===== src/rtl/acc_shift_pkg.sv =====
package acc_shift_pkg;
  localparam int unsigned OPC_W   = 8;
  localparam int unsigned FIELD_W = 3;

  localparam logic [OPC_W-1:0] OPC_MOD_ROT = 8'h04;
  localparam logic [OPC_W-1:0] OPC_MOD_SGN = 8'h05;
  localparam logic [2:0]       SHIFT_TOP   = 3'b100;

  typedef enum logic [2:0] {
    K_NONE,
    K_SHIFT,
    K_RESERVE,
    K_MOD_ROT,
    K_MOD_SGN
  } kind_e;

  typedef struct packed {
    kind_e              kind;
    logic               dir_right;
    logic               from_reg;
    logic [FIELD_W-1:0] field;
    logic [1:0]         chan;
  } dec_t;
endpackage


===== src/rtl/acc_shift_rst_sync.sv =====
module acc_shift_rst_sync #(
  parameter int unsigned STAGES = 2
) (
  input  logic clk,
  input  logic rst_n,
  output logic rst_n_sync
);
  logic [STAGES-1:0] chain_q;

  always_ff @(posedge clk or negedge rst_n) begin
    if (!rst_n) chain_q <= '0;
    else        chain_q <= {chain_q[STAGES-2:0], 1'b1};
  end

  assign rst_n_sync = chain_q[STAGES-1];
endmodule


===== src/rtl/acc_shift_decode.sv =====
module acc_shift_decode
  import acc_shift_pkg::*;
(
  input  logic             in_valid,
  input  logic [OPC_W-1:0] opcode,
  output dec_t             dec
);
  always_comb begin
    dec           = '0;
    dec.kind      = K_NONE;
    dec.dir_right = opcode[4];
    dec.from_reg  = opcode[3];
    dec.field     = opcode[FIELD_W-1:0];
    dec.chan      = opcode[4:3];
    if (in_valid) begin
      if (opcode[7:5] == SHIFT_TOP) begin
        if (opcode[FIELD_W-1:0] == '0) dec.kind = K_RESERVE;
        else                           dec.kind = K_SHIFT;
      end else if (opcode == OPC_MOD_ROT) begin
        dec.kind = K_MOD_ROT;
      end else if (opcode == OPC_MOD_SGN) begin
        dec.kind = K_MOD_SGN;
      end
    end
  end
endmodule


===== src/rtl/acc_shift_mode.sv =====
module acc_shift_mode
  import acc_shift_pkg::*;
(
  input  logic clk,
  input  logic rst_n,
  input  kind_e kind,
  output logic rot_q,
  output logic sgn_q
);
  logic rot_d, sgn_d, mode_en;

  always_comb begin
    rot_d   = rot_q;
    sgn_d   = sgn_q;
    mode_en = 1'b0;
    unique case (kind)
      K_SHIFT:   begin rot_d = 1'b0; sgn_d = 1'b0; mode_en = 1'b1; end
      K_MOD_ROT: begin rot_d = 1'b1; mode_en = 1'b1; end
      K_MOD_SGN: begin sgn_d = 1'b1; mode_en = 1'b1; end
      default:   ;
    endcase
  end

  always_ff @(posedge clk or negedge rst_n) begin
    if (!rst_n) begin
      rot_q <= 1'b0;
      sgn_q <= 1'b0;
    end else if (mode_en) begin
      rot_q <= rot_d;
      sgn_q <= sgn_d;
    end
  end
endmodule


===== src/rtl/acc_shift_core.sv =====
module acc_shift_core #(
  parameter  int unsigned DATA_W = 8,
  localparam int unsigned AMT_W  = $clog2(DATA_W)
) (
  input  logic [DATA_W-1:0] din,
  input  logic [AMT_W-1:0]  amt,
  input  logic              dir_right,
  input  logic              rotate,
  input  logic              sign_fill,
  output logic [DATA_W-1:0] dout
);
  logic [DATA_W-1:0] stage [AMT_W+1];
  logic              msb;

  assign stage[0] = din;
  assign msb      = din[DATA_W-1];
  assign dout     = stage[AMT_W];

  for (genvar i = 0; i < AMT_W; i++) begin : g_stage
    localparam int unsigned D = 1 << i;
    logic [DATA_W-1:0] x, left_v, right_v;
    logic [D-1:0]      rfill;
    assign x = stage[i];

    always_comb begin
      if (rotate)         rfill = x[D-1:0];
      else if (sign_fill) rfill = {D{msb}};
      else                rfill = '0;
      right_v = {rfill, x[DATA_W-1:D]};
      left_v  = {x[DATA_W-D-1:0], (rotate ? x[DATA_W-1:DATA_W-D] : {D{1'b0}})};
    end

    assign stage[i+1] = !amt[i] ? x : (dir_right ? right_v : left_v);
  end
endmodule


===== src/rtl/acc_shift_unit.sv =====
module acc_shift_unit
  import acc_shift_pkg::*;
#(
  parameter  int unsigned DATA_W = 8,
  localparam int unsigned AMT_W  = $clog2(DATA_W)
) (
  input  logic              clk,
  input  logic              rst_n,
  input  logic              in_valid,
  input  logic [7:0]        opcode,
  input  logic [DATA_W-1:0] reg_val,
  input  logic [DATA_W-1:0] acc_in,
  output logic [DATA_W-1:0] acc_out,
  output logic              acc_upd,
  output logic              rsv_valid,
  output logic [1:0]        rsv_channel
);
  logic              rst_n_sync;
  dec_t              dec;
  logic              rot_q, sgn_q;
  logic [AMT_W-1:0]  amt;
  logic [DATA_W-1:0] shifted;

  acc_shift_rst_sync #(.STAGES(2)) u_rst (
    .clk(clk), .rst_n(rst_n), .rst_n_sync(rst_n_sync)
  );

  acc_shift_decode u_dec (
    .in_valid(in_valid), .opcode(opcode), .dec(dec)
  );

  acc_shift_mode u_mode (
    .clk(clk), .rst_n(rst_n_sync), .kind(dec.kind),
    .rot_q(rot_q), .sgn_q(sgn_q)
  );

  assign amt = dec.from_reg ? reg_val[AMT_W-1:0] : AMT_W'(dec.field);

  acc_shift_core #(.DATA_W(DATA_W)) u_core (
    .din(acc_in), .amt(amt), .dir_right(dec.dir_right),
    .rotate(rot_q), .sign_fill(sgn_q & ~rot_q), .dout(shifted)
  );

  assign acc_upd     = (dec.kind == K_SHIFT);
  assign rsv_valid   = (dec.kind == K_RESERVE);
  assign rsv_channel = rsv_valid ? dec.chan : 2'b00;
  assign acc_out     = acc_upd ? shifted : acc_in;
endmodule


===== config.mk =====
export PLATFORM = sky130hd
export DESIGN_NAME = acc_shift_unit
export DESIGN_NICKNAME = d
export VERILOG_FILES = /design/src/rtl/acc_shift_pkg.sv /design/src/rtl/acc_shift_rst_sync.sv /design/src/rtl/acc_shift_decode.sv /design/src/rtl/acc_shift_mode.sv /design/src/rtl/acc_shift_core.sv /design/src/rtl/acc_shift_unit.sv
export SDC_FILE = /design/constraint.sdc
export NUM_CORES = 1
export LEC_CHECK = 0
export BUFFER_PORTS_ARGS = -buffer_cell sky130_fd_sc_hd__buf_2
export CELL_PAD_IN_SITES_DETAIL_PLACEMENT = 0
export CELL_PAD_IN_SITES_GLOBAL_PLACEMENT = 2
export CORE_AREA = 2 2 68 70
export CTS_BUF_LIST = sky130_fd_sc_hd__clkbuf_8 sky130_fd_sc_hd__clkbuf_16
export DETAILED_ROUTE_END_ITERATION = 6
export DIE_AREA = 0 0 70 72
export PLACE_DENSITY_LB_ADDON = 0.1
export SYNTH_ARGS = -nofsm -noshare
export SYNTH_HDL_FRONTEND = slang
export SYNTH_HIERARCHICAL = 1
export SYNTH_SLANG_ARGS = --single-unit

===== constraint.sdc =====
create_clock -name clk -period 2.45 [get_ports clk]
set_input_delay 0.245 -clock clk [delete_from_list [all_inputs] [get_ports clk]]
set_output_delay 0.245 -clock clk [all_outputs]
set_load 0.005 [all_outputs]

==> impl_metrics.csv <==
group,metric,value,unit
outcome,outcome,"completed",
clocking,clock_path_buffers,2,
worst_setup_path,cp_max_fo,9,
drt,finalWirelength,3709,um
finish,finalInstanceArea,0.001484,mm2
sta,fmax,408.9,MHz
synthesis,ys_seq_area_frac,0.08529,
floorplanning,initial_core_util,0.2752,
place,hpwl,2929,um
synthesis,synth_common_cells,"13 x nand2_1, 12 x a21oi_1, 10 x o21ai_0",
worst_setup_path,crit_top_cell,"buf_2",
finish,fin_nets,227,
place,dp_cells,246,
place,io_buffers,33,
worst_setup_path,r2r_start,"u_mode/rot_q",
sta,holdWs,0.01668,ns
finish,drive_gt1_frac,0.4192,
floorplanning,die_area,0.005040,mm2
synthesis,synth_cell_type_count,51,
sta,finalSetupViolations,0,
finish,num_antenna_cells,0,
finish,final-instance-count-excl-fill,250,
synthesis,yosysMostFrequentCell,"nand2_1",
drt,avgViaCountPerCell,5.324,
synthesis,ys_seq_elements,4,
sta,slew_headroom,0.6554,
synthesis,synth-edff-count,0,
floorplanning,die_x,70,um
worst_setup_path,r2r_setup_slack,1.52,ns
drt,drt_first_pass_iters,4,
clocking,cts.sinks,4,
drt,first_iter_violations,52,
floorplanning,design.core.area,0.004264,mm2
worst_setup_path,startpoint_type,"primary input",
worst_setup_path,critPathSlowestCell,"or4b_4",
global_route,first_global_vias,1303,
worst_setup_path,crit_type,"in -> out",
place,place_area,0.001425,mm2
synthesis,synthCells,155,
pwr,p_per_area,308.6,mW/mm2
pwr,leakage,0.6647,nW
synthesis,async_reset_ff_frac,1.000,
clocking,path_clk_slew,0.03,ns
global_route,grt_pass1_wl,6106,um
floorplanning,rows,24,
worst_setup_path,r2r-end,"u_mode/rot_q",
floorplanning,die-height,72,um
synthesis,synth_nets,182,
clocking,cts_max_level,1,
sta,min_period_over_period,0.9983,
global_route,grt_max_degree,32,
global_route,overflow,0,
pwr,peakVddDrop,450.6,uV
worst_setup_path,ff2ff_path_depth,2,
synthesis,syn_area,0.001174,mm2
worst_setup_path,critical_path.endpoint_type,"primary output",
finish,area_growth,26.44,%
sta,tightestPinTransition,0.5115,ns
worst_setup_path,crit_chain,"buf_2 -> or4b_4 -> or3_1 -> a21oi_2 -> nor3b_2 -> buf_6 -> mux2_4 -> buf_2",
worst_setup_path,cp.required,2.20,ns
pwr,power,0.4580,mW
synthesis,netlist.area_leader.share,0.1023,
place,gp_routability_congestion,0.7981,
global_route,grt_use_total,0.1472,
synthesis,synth-main-ff-cell,"dfrtp_1",
synthesis,synth_area_leaders,"mux2_4 10%, dfrtp_1 8.5%, a21oi_1 5.1%",
clocking,cts_tree,"done",
clocking,clock_latency,0.22,ns
sta,hold_viol_final,0,
floorplanning,num_io_pins,39,
synthesis,avgSynthCellArea,7.572,um2
clocking,cts_buffers,3,
run,maxCapViolCount,0,
drt,drc,0,
synthesis,synth.largest_area_cell,"mux2_4",
sta,fin_worst_skew,0.004718,ns
min_path,hp-class,"reg -> async",
drt,avgRoutedWirePerCell,14.84,um
synthesis,synth_warnings,6,
sta,finalWorstSetupSlack,0.004220,ns
finish,fillers,461,
clocking,cts_setup_buffers,0,
worst_setup_path,cp.arrival,2.20,ns
sta,rsz0062_at_grt,"yes",
drt,ant_nets,0,
clocking,cts-root-buf,"clkbuf_8",
global_route,antenna_found_initial,0,
worst_setup_path,critPathMaxStageDelay,0.54,ns
sta,fin_crit,2.446,ns
sta,drv_slew,0,
drt,via_count,1331,
place,dp_slack,-0.05375,ns
==> worst max-delay path by stage <==
stage / start / depth (start not counted) / slack (ns) / endpoint
floorplan: opcode[7] / 5 / 0.15 / acc_out[0]
global placement: opcode[7] / 8 / -0.05 / acc_out[3]
detailed placement: opcode[7] / 8 / -0.05 / acc_out[5]
CTS: opcode[7] / 8 / -0.02 / acc_out[5]
global route: opcode[7] / 8 / -0.13 / acc_out[2]
finish: opcode[7] / 8 / 0.004 / acc_out[5]
==> cell type report <==
class                   count  area, um2  share of cell area
multi-input cells         127      899.6              0.6062
repair buffers             57      351.6              0.2369
flip-flops and latches      4      100.1             0.06745
well taps                  52      65.06             0.04384
clock buffers               3      41.29             0.02782
inverters                   7      26.28             0.01771
==> timing repair <==
| item | 4_1_cts | 5_1_grt |
|---|---|---|
| setup endpoints to repair | 8 | 8 |
| hold buffers | 1 | 0 |
| resized for setup | 2 | 0 |
| pin swaps | 0 | 0 |
| hold endpoints to repair | 2 | 0 |
==> state kept, by name (all words and copies together), names as in the netlist <==
register,count
u_mode/rot_q,1
u_rst/chain_q,2
u_mode/sgn_q,1
==> layout by cell type (no fill, tap or decap), drive strengths merged, types with 2 or more instances in the layout <==
cell type	count
nor3b	2
a21boi	2
dfrtp	4
mux2i	2
o21ai	11
inv	7
clkbuf	3
buf	56
o211ai	2
and2	3
nand2b	6
and2b	2
nor2	12
a211oi	3
a22oi	2
a2111oi	3
o31ai	2
o22ai	4
nor3	2
nor2b	5
a21oi	12
a31oi	5
a311oi	4
mux2	12
a211o	3
nand2	13
nand3	4
==> critical path, delay by kind of cell <==
kind | cells | cell delay (ns)
buf+inv | 3 | 0.43
mux | 1 | 0.31
compound gates | 1 | 0.16
simple gates | 3 | 1.06
==> power by group <==
part | switching (mW) | leakage, nW | internal, mW
logic | 0.131 | 0.592 | 0.118
registers | 0.00209 | 0.0511 | 0.0693
clock network | 0.0333 | 0.0216 | 0.105
==> per-stage QoR <==
step,util,setup TNS [ns]
detailed placement,0.3342,-0.3990
CTS,0.3480,-0.1147
floorplan,-,0
finish,0.3480,0
global route,0.3480,-0.9602
global placement,0.3342,-0.3620
==> layer usage <==
| layer | part of all wire | GRT usage | vias to the layer above |
|---|---|---|---|
| li1 | - | - | 663 |
| met5 | 0 | 0 | - |
| met3 | 0.041 | 0.02222 | 6 |
| met1 | 0.47 | 0.1873 | 622 |
| met2 | 0.47 | 0.2603 | 40 |
| met4 | 0.028 | 0.04060 | 0 |
==> logic make-up (layout without fill, tap and decap cells) <==
family,after synthesis,in the layout,synth area share
DFF,4,4,0.08529
AOI/OAI and AO/OA,58,58,0.3444
and+or+nand+nor,54,54,0.2580
muxes,14,14,0.1578
other,1,1,0.003195
buffers and inverters,24,67,0.1514
(Power assumes the default switching activity.)
